**src/rtl/afc_pkg.sv**
```systemverilog
package afc_pkg;
    typedef enum logic [1:0] {
        AFC_FREE  = 2'd0,
        AFC_OFF   = 2'd1,
        AFC_PAUSE = 2'd2,
        AFC_LOCK  = 2'd3
    } afc_mode_e;

    typedef enum logic [1:0] {
        ST_TRACK     = 2'd0,
        ST_PRE_HOLD  = 2'd1,
        ST_SYNC_WAIT = 2'd2,
        ST_PKT_LOCK  = 2'd3
    } afc_state_e;
endpackage

```
**src/rtl/afc_pull_limit.sv**
```systemverilog
module afc_pull_limit #(
    parameter int CORR_W    = 10,
    parameter int PULL_UNIT = 25
) (
    input  logic [1:0]        bw_sel,
    output logic [CORR_W-1:0] limit
);
    // limits are PULL_UNIT times 2, 3, 4 and 6
    localparam int L0 = PULL_UNIT * 2;
    localparam int L1 = PULL_UNIT * 3;
    localparam int L2 = PULL_UNIT * 4;
    localparam int L3 = PULL_UNIT * 6;

    always_comb begin
        unique case (bw_sel)
            2'd0: limit = CORR_W'(L0);
            2'd1: limit = CORR_W'(L1);
            2'd2: limit = CORR_W'(L2);
            default: limit = CORR_W'(L3);
        endcase
    end
endmodule

```
**src/rtl/afc_pi_core.sv**
```systemverilog
module afc_pi_core #(
    parameter int ERR_W  = 10,
    parameter int CORR_W = 10,
    parameter int SH_W   = 3
) (
    input  logic                     clk,
    input  logic                     rst_n,
    input  logic signed [ERR_W-1:0]  err_in,
    input  logic [SH_W-1:0]          kp_shift,
    input  logic [SH_W-1:0]          ki_shift,
    input  logic [CORR_W-1:0]        limit,
    input  logic                     upd_en,
    input  logic                     clr,
    output logic signed [CORR_W-1:0] corr_q,
    output logic signed [CORR_W-1:0] corr_d
);
    localparam int WMAX  = (ERR_W > CORR_W) ? ERR_W : CORR_W;
    localparam int SUM_W = WMAX + 2;

    logic signed [SUM_W-1:0] e_ext, p_term, i_term, lim_s;
    logic signed [SUM_W-1:0] integ_q, integ_d, integ_n, corr_n;

    function automatic logic signed [SUM_W-1:0] clampv(
        input logic signed [SUM_W-1:0] v,
        input logic signed [SUM_W-1:0] l
    );
        if (v > l)
            return l;
        if (v < -l)
            return -l;
        return v;
    endfunction

    always_comb begin
        e_ext   = SUM_W'(err_in);
        lim_s   = $signed({{(SUM_W-CORR_W){1'b0}}, limit});
        i_term  = e_ext >>> ki_shift;
        p_term  = e_ext >>> kp_shift;
        integ_n = clampv(integ_q + i_term, lim_s);
        corr_n  = clampv(integ_n + p_term, lim_s);
        if (clr) begin
            integ_d = '0;
            corr_d  = '0;
        end else if (upd_en) begin
            integ_d = integ_n;
            corr_d  = corr_n[CORR_W-1:0];
        end else begin
            integ_d = integ_q;
            corr_d  = corr_q;
        end
    end

    always_ff @(posedge clk) begin
        if (!rst_n) begin
            integ_q <= '0;
            corr_q  <= '0;
        end else begin
            integ_q <= integ_d;
            corr_q  <= corr_d;
        end
    end

    AST_CORR_IN_RANGE: assert property (@(posedge clk) disable iff (!rst_n)
        ($past(upd_en) && !$past(clr) && $stable(limit)) |->
        ((corr_q <= $signed({1'b0, limit})) && (corr_q >= -$signed({1'b0, limit}))));
endmodule

```
**src/rtl/afc_lock_fsm.sv**
```systemverilog
module afc_lock_fsm
    import afc_pkg::*;
(
    input  logic      clk,
    input  logic      rst_n,
    input  afc_mode_e mode,
    input  logic      pre_det_en,
    input  logic      packet_mode,
    input  logic      pre_qual,
    input  logic      sync_qual,
    input  logic      pre_end,
    input  logic      pkt_end,
    input  logic      phy_idle,
    input  logic      rx_cmd,
    output logic      frozen,
    output logic      upd_en,
    output logic      clr,
    output logic      lock_entry
);
    afc_state_e st_q, st_d;

    always_ff @(posedge clk) begin
        if (!rst_n)
            st_q <= ST_TRACK;
        else
            st_q <= st_d;
    end

    always_comb begin
        st_d = st_q;
        if (mode != AFC_LOCK || rx_cmd) begin
            st_d = ST_TRACK;
        end else begin
            unique case (st_q)
                ST_TRACK: begin
                    if (pre_det_en && pre_qual)
                        st_d = ST_PRE_HOLD;
                    else if (!pre_det_en && sync_qual)
                        st_d = ST_PKT_LOCK;
                end
                ST_PRE_HOLD: begin
                    if (sync_qual)
                        st_d = ST_PKT_LOCK;
                    else if (pre_end)
                        st_d = ST_SYNC_WAIT;
                end
                ST_SYNC_WAIT: st_d = sync_qual ? ST_PKT_LOCK : ST_TRACK;
                ST_PKT_LOCK: begin
                    if (packet_mode ? pkt_end : phy_idle)
                        st_d = ST_TRACK;
                end
                default: st_d = ST_TRACK;
            endcase
        end
    end

    always_comb begin
        frozen     = (st_q != ST_TRACK);
        lock_entry = (st_q == ST_TRACK) && (st_d != ST_TRACK);
        clr        = (mode == AFC_OFF);
        unique case (mode)
            AFC_FREE:  upd_en = 1'b1;
            AFC_OFF:   upd_en = 1'b0;
            AFC_PAUSE: upd_en = 1'b0;
            default:   upd_en = (st_q == ST_TRACK);
        endcase
    end

    AST_PREAMBLE_FREEZE: assert property (@(posedge clk) disable iff (!rst_n)
        (mode == AFC_LOCK && st_q == ST_TRACK && pre_det_en && pre_qual && !rx_cmd)
        |=> (st_q == ST_PRE_HOLD));
    AST_NO_SYNC_RELEASE: assert property (@(posedge clk) disable iff (!rst_n)
        (mode == AFC_LOCK && st_q == ST_SYNC_WAIT && !sync_qual)
        |=> (st_q == ST_TRACK));
    AST_PKT_IGNORES_IDLE: assert property (@(posedge clk) disable iff (!rst_n)
        (mode == AFC_LOCK && st_q == ST_PKT_LOCK && packet_mode && !pkt_end && !rx_cmd)
        |=> (st_q == ST_PKT_LOCK));
endmodule

```
**src/rtl/afc_lock_ctrl.sv**
```systemverilog
module afc_lock_ctrl
    import afc_pkg::*;
#(
    parameter int ERR_W     = 10,
    parameter int CORR_W    = 10,
    parameter int SH_W      = 3,
    parameter int PULL_UNIT = 25
) (
    input  logic                     clk,
    input  logic                     rst_n,
    input  logic signed [ERR_W-1:0]  err_in,
    input  logic [1:0]               mode,
    input  logic                     pre_det_en,
    input  logic                     packet_mode,
    input  logic [SH_W-1:0]          kp_shift,
    input  logic [SH_W-1:0]          ki_shift,
    input  logic [1:0]               bw_sel,
    input  logic                     pre_qual,
    input  logic                     sync_qual,
    input  logic                     pre_end,
    input  logic                     pkt_end,
    input  logic                     phy_idle,
    input  logic                     rx_cmd,
    output logic signed [CORR_W-1:0] corr_out,
    output logic                     afc_frozen,
    output logic signed [CORR_W-1:0] rb_err,
    output logic                     rb_valid
);
    logic [CORR_W-1:0]        limit;
    logic                     upd_en, clr, lock_entry;
    logic signed [CORR_W-1:0] corr_d;
    afc_mode_e                mode_e;

    assign mode_e = afc_mode_e'(mode);

    afc_pull_limit #(.CORR_W(CORR_W), .PULL_UNIT(PULL_UNIT)) u_limit (
        .bw_sel (bw_sel),
        .limit  (limit)
    );

    afc_lock_fsm u_fsm (
        .clk         (clk),
        .rst_n       (rst_n),
        .mode        (mode_e),
        .pre_det_en  (pre_det_en),
        .packet_mode (packet_mode),
        .pre_qual    (pre_qual),
        .sync_qual   (sync_qual),
        .pre_end     (pre_end),
        .pkt_end     (pkt_end),
        .phy_idle    (phy_idle),
        .rx_cmd      (rx_cmd),
        .frozen      (afc_frozen),
        .upd_en      (upd_en),
        .clr         (clr),
        .lock_entry  (lock_entry)
    );

    afc_pi_core #(.ERR_W(ERR_W), .CORR_W(CORR_W), .SH_W(SH_W)) u_core (
        .clk      (clk),
        .rst_n    (rst_n),
        .err_in   (err_in),
        .kp_shift (kp_shift),
        .ki_shift (ki_shift),
        .limit    (limit),
        .upd_en   (upd_en),
        .clr      (clr),
        .corr_q   (corr_out),
        .corr_d   (corr_d)
    );

    // readback: captures the value the correction freezes at
    always_ff @(posedge clk) begin
        if (!rst_n) begin
            rb_err   <= '0;
            rb_valid <= 1'b0;
        end else begin
            if (lock_entry)
                rb_err <= corr_d;
            if (rx_cmd)
                rb_valid <= 1'b0;
            else if (lock_entry)
                rb_valid <= 1'b1;
        end
    end

    AST_OFF_ZERO: assert property (@(posedge clk) disable iff (!rst_n)
        (mode == 2'd1) |=> (corr_out == '0));
    AST_PAUSE_STABLE: assert property (@(posedge clk) disable iff (!rst_n)
        (mode == 2'd2) |=> $stable(corr_out));
    AST_FROZEN_STABLE: assert property (@(posedge clk) disable iff (!rst_n)
        (mode == 2'd3 && afc_frozen) |=> $stable(corr_out));
    AST_RB_CAPTURE: assert property (@(posedge clk) disable iff (!rst_n)
        $rose(rb_valid) |-> (rb_err == corr_out && afc_frozen));
    AST_VALID_FALL: assert property (@(posedge clk) disable iff (!rst_n)
        $fell(rb_valid) |-> ($past(rx_cmd) && $stable(rb_err)));
endmodule

```
**config.mk**
```make
export PLATFORM = sky130hd
export DESIGN_NAME = afc_lock_ctrl
export DESIGN_NICKNAME = d
export VERILOG_FILES = /design/src/rtl/afc_pkg.sv /design/src/rtl/afc_pull_limit.sv /design/src/rtl/afc_pi_core.sv /design/src/rtl/afc_lock_fsm.sv /design/src/rtl/afc_lock_ctrl.sv
export SDC_FILE = /design/constraint.sdc
export NUM_CORES = 1
export LEC_CHECK = 0
export ABC_AREA = 1
export BUFFER_PORTS_ARGS = -buffer_cell sky130_fd_sc_hd__buf_2
export CORE_MARGIN = 8
export CORE_UTILIZATION = 46
export CTS_BUF_LIST = sky130_fd_sc_hd__clkbuf_4
export DETAILED_ROUTE_END_ITERATION = 6
export PLACE_DENSITY_LB_ADDON = 0.12
export SLEW_MARGIN = 40
export SYNTH_ARGS = -nofsm -noshare
export SYNTH_HDL_FRONTEND = slang
export SYNTH_SLANG_ARGS = --single-unit
```
**constraint.sdc**
```tcl
create_clock -name clk -period 7.1 [get_ports clk]
set_input_delay 0 -clock clk [delete_from_list [all_inputs] [get_ports clk]]
set_output_delay 0 -clock clk [all_outputs]
set_load 0.01 [all_outputs]
```
==> results.py, run 1 <==
metrics = {
    "cts": {
        "clock-sinks": 35,
        "cts_max_level": 2,
        "clk_pin_slew_ps": 120,
        "cts-buffers-inserted": 5,
        "cts_tree": "done",
        "clock_latency_ps": 350,
        "cts.root.buffer_cell": "clkbuf_4",
        "cts.path.max_buffers": 2,
    },
    "sta": {
        "min_period_over_period": 0.916,
        "worstMarginPinSlew_ps": 827,
        "hold_viol": 0,
        "setup_violations": 0,
        "fmax_ghz": 0.154,
        "drv_slew": 0,
        "period_minus_slack_ps": 6500,
        "relSlewSlack": 0.443,
        "skew_ps": 12.5,
    },
    "synthesis": {
        "ys_ff_latch": 35,
        "synth_area_um2": 4520,
        "yosysWarningCount": 0,
        "asyncSetResetFlopFracSynth": 0,
        "synth_cell_types": 46,
        "yosysTopAreaCell": "ha_1",
        "synth.yosys.seq_area_share": 0.155,
        "synth.top_cells.by_area": "ha_1 (18%), dfxtp_1 (15%), nand2_1 (11%)",
        "netlist.area_leader.share": 0.183,
        "synth_area_per_cell_um2": 6.44,
        "synth_edf_count": 0,
        "syn_inst": 702,
        "synthFlopType": "dfxtp_1",
    },
    "placement": {
        "placed_area_um2": 5010,
        "gp_congestion": 0.913,
        "dp_cells": 888,
        "io_buffers": 51,
        "hpwlAfterDp_um": 10700,
    },
    "power_and_ir_drop": {
        "power.density_nw_per_um2": 455,
        "ir_drop_mv": 0.167,
        "leakagePower_nw": 2.78,
    },
    "floorplanning": {
        "die_h_um": 115,
        "start_util": 0.469,
        "die-area_um2": 13300,
        "io_pins": 52,
        "fp.dieW_um": 115,
        "rows": 36,
        "core-area_um2": 9640,
    },
    "layout": {
        "ff_latch_area_um2": 701,
        "drive_above_1_share": 0.176,
        "diodes": 0,
        "nNetsFinal": 865,
        "synthToLayoutAreaGrowth_pct": 14.6,
        "multi_input_comb_area_um2": 3430,
        "fillCellCount": 1014,
        "final_cells": 901,
        "finalInstanceArea_um2": 5180,
    },
    "critical_path": {
        "regToRegSetupSlack_ps": 640,
        "r2r_end": "rb_err[7]",
        "worstSetupStartpoint": "ki_shift[0]",
        "endpoint": "rb_err[7]",
        "cp-start-kind": "input pin",
        "cpMaxStageDelayCell": "fa_2",
        "critPathMaxStageDelay_ps": 370,
        "r2r_cells": 47,
        "timing.rr.start": "u_core.integ_q[0]",
        "worstPathRequired_ps": 7330,
        "cp_num_cells": 53,
        "arrival_ps": 6730,
        "critPathTopFamily": "simple AND/OR/NAND/NOR gates",
        "cp_num_buf_inv": 6,
        "cp-end-kind": "flop",
        "path_class": "input pin to flop",
        "crit_top_cell": "nand2_1",
        "cp_max_fo": 15,
    },
    "job": {
        "drv_cap": 0,
    },
    "global_route": {
        "antenna_found_initial": 0,
        "grt_usage": 0.193,
        "grt_pass1_wl_um": 20900,
        "grt_max_degree": 21,
        "overflow": 0,
        "grt_pass1_vias": 4452,
    },
    "detailed_routing": {
        "antenna_left": 0,
        "drt-vias-per-instance": 5.17,
        "drt_iter0_drc": 282,
        "num_vias": 4662,
        "drt-total-wl_um": 12900,
        "routedWlPerCell_um": 14.3,
        "drc_errors": 1,
        "drt_pass1_iterations": 7,
    },
    "run_status": {
        "violations": "DRC",
        "status": "finished, violations left",
    },
    "hold_path": {
        "min_from": "pre_qual",
        "holdCritPathClass": "input pin to flop",
    },
}
[cell families after synthesis]
logic type / synth area share
AOI/OAI and AO/OA: 0.222
adders and majority gates: 0.191
and+or+nand+nor: 0.275
xor gates and xnor gates: 0.0326
muxes: 0.0199
other: 0.000829
DFF: 0.155
buffers and inverters: 0.103
[Yosys cell counts, types with 10 or more instances]
library cell  number
nand2_1          138
inv_1            100
o21ai_0           72
ha_1              66
nor2_1            63
a21oi_1           51
nand3_1           38
dfxtp_1           35
clkbuf_1          12
o21ai_1           11
xor2_1            10
[placed cells by master, fill, tap and decap left out, types with 2 or more instances in the layout]
master and instances:
nand2_1 136, inv_1 100, o21ai_0 69, ha_1 65, nor2_1 62, buf_2 50
a21oi_1 48, nand3_1 37, dfxtp_1 35, buf_4 15, o21ai_1 13, a21oi_2 11
nand2_2 11, xor2_1 10, mux2i_1 9, nand3_2 8, o21bai_1 7, nand4_1 7
clkbuf_4 6, xnor2_1 5, nor2_2 4, o21a_1 4, inv_2 4, o21ai_2 4
o211ai_1 4, conb_1 4, or2_2 3, a31oi_1 3, dlygate4sd3_1 3, and3_1 2
o21bai_2 2, nand2_4 2, clkinv_1 2, o221ai_1 2
[how the worst min path moves through the flow]
| stage | cells after the start | endpoint |
|---|---|---|
| global placement | 2 | rb_valid |
| global route | 5 | u_fsm.st_q[1] |
| floorplan | 1 | rb_valid |
| CTS | 5 | u_fsm.st_q[0] |
| finish | 5 | u_fsm.st_q[0] |
| detailed placement | 2 | rb_valid |
[report_power, final]
group / leakage (nW) / switching, mW / internal, mW
clock: 0.0452 / 0.0772 / 0.0741
sequential: 0.288 / 0.0222 / 0.236
combinational: 2.45 / 1.22 / 0.729
[area by class of cell]
type	instances	area share
Clock buffer	5	0.00724
Clock inverter	3	0.00845
Inverter	107	0.0780
Multi-Input combinational cell	549	0.662
Sequential cell	35	0.135
Tap cell	133	0.0321
Timing Repair Buffer	69	0.0772
[registers in the layout, summed over array words and instances, names as in the netlist]
register / count
u_fsm.st_q: 2
u_core.integ_q: 12
rb_valid: 1
u_core.corr_q: 10
rb_err: 10
[per-layer routing]
layer	up-vias	global-route usage	part of all wire
li1	2456	-	-
met1	2070	0.230	0.44
met2	112	0.343	0.49
met3	24	0.0289	0.047
met4	0	0.0665	0.024
met5	-	0	0
[tightest hold or removal path, cell delays in order]
cell	delay, ps
buf_2	90
nand2_1	50
nand2_1	50
nand3_1	150
nor2_1	60
[per-stage QoR]
stage                     power (mW)  setup slack, ps  utilization  setup TNS, ps  hold WS [ps]
final                           2.36              599        0.538              0          80.2
after global routing            2.61            -31.0        0.538           -127           110
after CTS                       2.29              184        0.531              0          70.6
after detailed placement        2.13             -144        0.520          -1700           184
after global placement          2.09             50.2        0.519              0           179
after floorplan                 1.62              475            -              0          72.4
[what timing repair did]
item	in CTS	in global routing
hold buffers	3	0
endpoints found under the setup margin	0	20
endpoints found under the hold margin	8	0
buffers inserted	0	1
resized for setup	0	16
No activity file was read; power rests on OpenSTA's default activity.
==> run 2: changes to the inputs <==
--- a/config.mk
+++ b/config.mk
@@ -7,6 +7,7 @@
 export LEC_CHECK = 0
 export ABC_AREA = 1
 export BUFFER_PORTS_ARGS = -buffer_cell sky130_fd_sc_hd__buf_2
+export CORE_ASPECT_RATIO = 0.7
 export CORE_MARGIN = 8
 export CORE_UTILIZATION = 46
 export CTS_BUF_LIST = sky130_fd_sc_hd__clkbuf_4
==> results.py, run 2 (same netlist as run 1, synthesis figures left out) <==
metrics = {
    "detailed_routing": {
        "num_vias": 4911,
        "drc_errors": 0,
        "drt-total-wl_um": 13900,
        "routedWlPerCell_um": 15.4,
        "drt-vias-per-instance": 5.41,
        "drt_iter0_drc": 406,
        "drt_pass1_iterations": 5,
        "antenna_left": 0,
    },
    "critical_path": {
        "cp-start-kind": "input pin",
        "cp_max_fo": 15,
        "cp-end-kind": "flop",
        "crit_top_cell": "nand2_1",
        "critPathMaxStageDelay_ps": 430,
        "path_class": "input pin to flop",
        "arrival_ps": 6840,
        "cpMaxStageDelayCell": "fa_2",
        "worstPathRequired_ps": 7340,
    },
    "layout": {
        "nNetsFinal": 876,
        "layout_common_cells": "nand2_1 (137), inv_1 (100), o21ai_0 (69)",
        "finalInstanceArea_um2": 5350,
        "reg_top3": "u_core.integ_q x12, rb_err x10, u_core.corr_q x10",
        "final_common_cell": "nand2_1",
        "drive_above_1_share": 0.204,
        "top_register": "u_core.integ_q",
        "largest_register_ffs": 12,
        "synthToLayoutAreaGrowth_pct": 18.3,
        "diodes": 0,
    },
    "global_route": {
        "overflow": 0,
        "grt_usage": 0.203,
        "grt_pass1_vias": 4482,
        "antenna_found_initial": 0,
        "grt_max_degree": 21,
        "grt_pass1_wl_um": 22200,
    },
    "power_and_ir_drop": {
        "p_seq_frac": 0.100,
        "pwr-share-clk": 0.045,
        "power.density_nw_per_um2": 479,
        "ir_drop_mv": 0.225,
        "combPwrFrac": 0.854,
        "p_int_mw": 1.13,
        "swShare": 0.557,
        "p_switching_mw": 1.43,
        "leakagePower_nw": 2.84,
    },
    "floorplanning": {
        "rows": 30,
        "die_h_um": 99.0,
        "io_pins": 52,
        "core-area_um2": 9650,
        "fp.dieW_um": 135,
        "start_util": 0.469,
        "die-area_um2": 13300,
    },
    "cts": {
        "cts.root.buffer_cell": "clkbuf_4",
        "cts.path.max_buffers": 2,
        "cts-buffers-inserted": 5,
        "clock_latency_ps": 370,
        "clock-sinks": 35,
        "cts_max_level": 2,
        "clk_pin_slew_ps": 120,
        "cts_tree": "done",
    },
    "sta": {
        "min_period_over_period": 0.929,
        "hold_viol": 0,
        "fmax_ghz": 0.152,
        "worstMarginPinSlew_ps": 736,
        "drv_slew": 0,
        "period_minus_slack_ps": 6590,
        "setup_violations": 0,
        "hold_slack_ps": 77.8,
        "skew_ps": 15.1,
        "relSlewSlack": 0.509,
    },
    "job": {
        "drv_cap": 0,
    },
    "run_status": {
        "status": "finished, final reports clean",
    },
    "hold_path": {
        "holdCritPathClass": "input pin to flop",
    },
    "placement": {
        "placed_area_um2": 5060,
        "gp_congestion": 0.967,
        "io_buffers": 51,
        "hpwlAfterDp_um": 11300,
    },
}
## run 2: cell count changes in the layout (fill, tap and decap cells not counted), sizes merged
cell,before,now
buf,65,77
nand2,149,148
bufinv,1,0
clkinvlp,0,1
## run 2: final cells by class
cell class,instances,area (um^2)
repair buffers,81,503
well taps,128,160
inverters,107,404
flip-flops and latches,35,701
fillers,960,4300
clock inverters,3,20.0
clock buffers,5,37.5
multi-input cells,548,3520
## run 2: layer usage
metal / GRT usage / part of all wire / wire [um] / vias to the layer above
li1: - / - / - / 2468
met3: 0.0213 / 0.068 / 953 / 15
met1: 0.308 / 0.51 / 7080 / 2257
met2: 0.297 / 0.41 / 5740 / 171
met4: 0.0361 / 0.011 / 154 / 0
met5: 0 / 0 / 0 / -
## run 2: timing repair
item,in CTS,in global routing
hold endpoints to repair,8,0
hold buffers,3,0
endpoints found under the setup margin,0,20
gates resized for setup,0,32
buffers inserted,0,7
## run 2: worst paths after layout
kind / startpoint / endpoint / slack, ps / depth (start not counted)
worst max register to register: u_core.integ_q[0] / rb_err[3] / 580 / 49
worst min-delay path: mode[0] / u_fsm.st_q[1] / 80 / 5
worst min register to register: u_core.corr_q[4] / u_core.corr_q[4] / 510 / 2
worst max-delay path: ki_shift[0] / rb_err[3] / 510 / 55
## run 2: power groups by stage
| stage | Clock (mW) | Combinational (mW) | Sequential (mW) |
|---|---|---|---|
| after floorplan | 0 | 1.35 | 0.270 |
| after global placement | 0 | 1.93 | 0.261 |
| after detailed placement | 0 | 1.97 | 0.261 |
| after CTS | 0.118 | 1.98 | 0.257 |
| after global routing | 0.126 | 2.43 | 0.261 |
| final | 0.116 | 2.19 | 0.257 |
## run 2: critical path: cells and delay by family
family / cells / cell delay [ps]
compound gates: 15 / 1990
xor+xnor: 1 / 220
fa+ha+maj: 5 / 1350
buf+inv: 8 / 830
mux: 1 / 230
simple gates: 25 / 2210
## run 2: stage by stage
stage / TNS, ps / util / setup slack [ps] / cells / total power [mW]
final: 0 / 0.554 / 506 / 907 / 2.56
after global routing: -340 / 0.554 / -67.5 / 907 / 2.81
after CTS: 0 / 0.534 / 304 / 900 / 2.36
after detailed placement: -290 / 0.525 / -59.5 / 889 / 2.23
after global placement: 0 / 0.524 / 97.9 / 889 / 2.19
after floorplan: 0 / - / 475 / 705 / 1.62
==> run 3: changes to the inputs <==
--- a/config.mk
+++ b/config.mk
@@ -6,10 +6,13 @@
 export NUM_CORES = 1
 export LEC_CHECK = 0
 export ABC_AREA = 1
+export ABC_CLOCK_PERIOD_IN_PS = 7100
 export BUFFER_PORTS_ARGS = -buffer_cell sky130_fd_sc_hd__buf_2
+export CELL_PAD_IN_SITES_DETAIL_PLACEMENT = 2
+export CELL_PAD_IN_SITES_GLOBAL_PLACEMENT = 2
 export CORE_ASPECT_RATIO = 0.7
 export CORE_MARGIN = 8
-export CORE_UTILIZATION = 46
+export CORE_UTILIZATION = 30
 export CTS_BUF_LIST = sky130_fd_sc_hd__clkbuf_4
 export DETAILED_ROUTE_END_ITERATION = 6
 export PLACE_DENSITY_LB_ADDON = 0.12
==> results.py, run 3 (same netlist as run 1, synthesis figures left out) <==
metrics = {
    "run_status": {
        "status": "finished, final reports clean",
    },
    "global_route": {
        "overflow": 0,
        "grt_max_degree": 21,
        "grt_pass1_vias": 5672,
        "grt_pass1_wl_um": 30000,
        "grt_usage": 0.192,
        "antenna_found_initial": 1,
    },
    "cts": {
        "cts-buffers-inserted": 5,
        "clk_pin_slew_ps": 130,
        "cts_max_level": 2,
        "clock_latency_ps": 370,
        "cts_tree": "done",
        "cts.path.max_buffers": 2,
        "cts.root.buffer_cell": "clkbuf_4",
        "clock-sinks": 35,
    },
    "hold_path": {
        "hold_depth": 5,
        "holdCritPathClass": "input pin to flop",
        "min_from": "mode[0]",
        "min_to": "u_fsm.st_q[1]",
    },
    "placement": {
        "dp_cells": 991,
        "gp_congestion": 0.860,
        "hpwlAfterDp_um": 15800,
        "io_buffers": 51,
    },
    "critical_path": {
        "regToRegSetupSlack_ps": 280,
        "crit_top_cell": "nand2_1",
        "r2r_cells": 54,
        "worstSetupStartpoint": "err_in[5]",
        "cp-end-kind": "flop",
        "critPathMaxStageDelay_ps": 430,
        "path_class": "input pin to flop",
        "cp_max_fo": 8,
        "cp-start-kind": "input pin",
        "arrival_ps": 7100,
        "cpMaxStageDelayCell": "fa_2",
        "timing.rr.start": "u_core.integ_q[0]",
        "r2r_end": "rb_err[1]",
        "worstPathRequired_ps": 7360,
    },
    "sta": {
        "worstMarginPinSlew_ps": 712,
        "setup_violations": 0,
        "hold_viol": 0,
        "min_period_over_period": 0.964,
        "skew_ps": 3.62,
        "fmax_ghz": 0.146,
        "period_minus_slack_ps": 6840,
        "relSlewSlack": 0.524,
        "drv_slew": 0,
    },
    "layout": {
        "diodes": 0,
        "fillCellCount": 1814,
        "largest_register_ffs": 12,
        "synthToLayoutAreaGrowth_pct": 29.0,
        "layout_common_cells": "nand2_1 (126), inv_1 (98), buf_4 (63)",
        "final_common_cell": "nand2_1",
        "nNetsFinal": 914,
        "reg_top3": "u_core.integ_q x12, rb_err x10, u_core.corr_q x10",
        "final_cells": 1012,
        "top_register": "u_core.integ_q",
        "drive_above_1_share": 0.269,
    },
    "job": {
        "drv_cap": 0,
    },
    "floorplanning": {
        "rows": 37,
        "io_pins": 52,
        "die_h_um": 119,
        "start_util": 0.307,
        "fp.dieW_um": 163,
        "core-area_um2": 14700,
        "die-area_um2": 19300,
    },
    "detailed_routing": {
        "drt_pass1_iterations": 4,
        "drc_errors": 0,
        "drt-vias-per-instance": 5.18,
        "drt-total-wl_um": 20200,
        "antenna_left": 0,
        "num_vias": 5242,
        "routedWlPerCell_um": 19.9,
        "drt_iter0_drc": 203,
    },
    "power_and_ir_drop": {
        "swShare": 0.549,
        "finalPower_mw": 3.21,
        "power.density_nw_per_um2": 550,
        "p_seq_frac": 0.081,
        "p_int_mw": 1.45,
        "p_switching_mw": 1.76,
        "leakagePower_nw": 3.05,
        "combPwrFrac": 0.868,
        "ir_drop_mv": 0.202,
        "pwr-share-clk": 0.050,
    },
}
run 3: changes by cell type in the layout (fill, tap and decap cells not counted), moves of 5 or more:
cell / before / now
buf_4: 26 / 63
o21ai_1: 10 / 16
o21ai_2: 7 / 12
nand2_2: 10 / 21
nand2_1: 137 / 126
o21ai_0: 69 / 58
run 3: final cells by class:
cell class              count  area [um^2]  share of cell area
clock inverters             3         43.8             0.00751
inverters                 107          404              0.0693
repair buffers            119          810               0.139
clock buffers               5         37.5             0.00643
well taps                 195          244              0.0418
multi-input cells         548         3590               0.616
flip-flops and latches     35          701               0.120
run 3: stage by stage:
stage	hold WS [ps]	setup TNS [ps]	instance area (um^2)	utilization	setup slack, ps
final	63.6	0	5830	0.396	255
after global routing	92.7	-2470	5830	0.396	-214
after CTS	62.5	0	5570	0.378	16.3
after detailed placement	195	-9960	5410	0.368	-590
after global placement	187	-1760	5400	0.367	-158
after floorplan	72.4	0	4530	-	475
run 3: worst max path at each step:
stage,endpoint,slack (ps)
global placement,rb_err[6],-160
CTS,rb_err[7],20
finish,rb_err[1],260
global route,rb_err[1],-210
floorplan,rb_err[8],480
detailed placement,rb_err[1],-590
run 3: critical path, delay by kind of cell:
family / cells / cell delay, ps
simple gates: 27 / 2510
fa+ha+maj: 5 / 1430
mux: 1 / 260
xor+xnor: 1 / 160
compound gates: 14 / 1600
buf+inv: 13 / 1160
run 3: repair_timing:
| action | CTS | global route |
|---|---|---|
| setup endpoints to repair | 18 | 20 |
| setup buffers | 1 | 8 |
| pin swaps | 3 | 17 |
| gates cloned | 0 | 1 |
| hold endpoints to repair | 8 | 0 |
| hold buffers | 3 | 0 |
| gates resized for setup | 10 | 55 |
run 3: layer usage:
metal	wire length, um	vias up	track usage
met3	915	33	0.0309
met1	9690	2565	0.261
met2	9270	95	0.314
met5	13	-	0
li1	-	2547	-
met4	277	2	0.0366
run 3: power by group through the flow:
| stage | registers [mW] | clock network, mW | logic [mW] |
|---|---|---|---|
| detailed placement | 0.264 | 0 | 2.38 |
| global placement | 0.262 | 0 | 2.23 |
| floorplan | 0.270 | 0 | 1.35 |
| CTS | 0.260 | 0.163 | 2.44 |
| finish | 0.260 | 0.162 | 2.78 |
| global route | 0.264 | 0.174 | 3.02 |
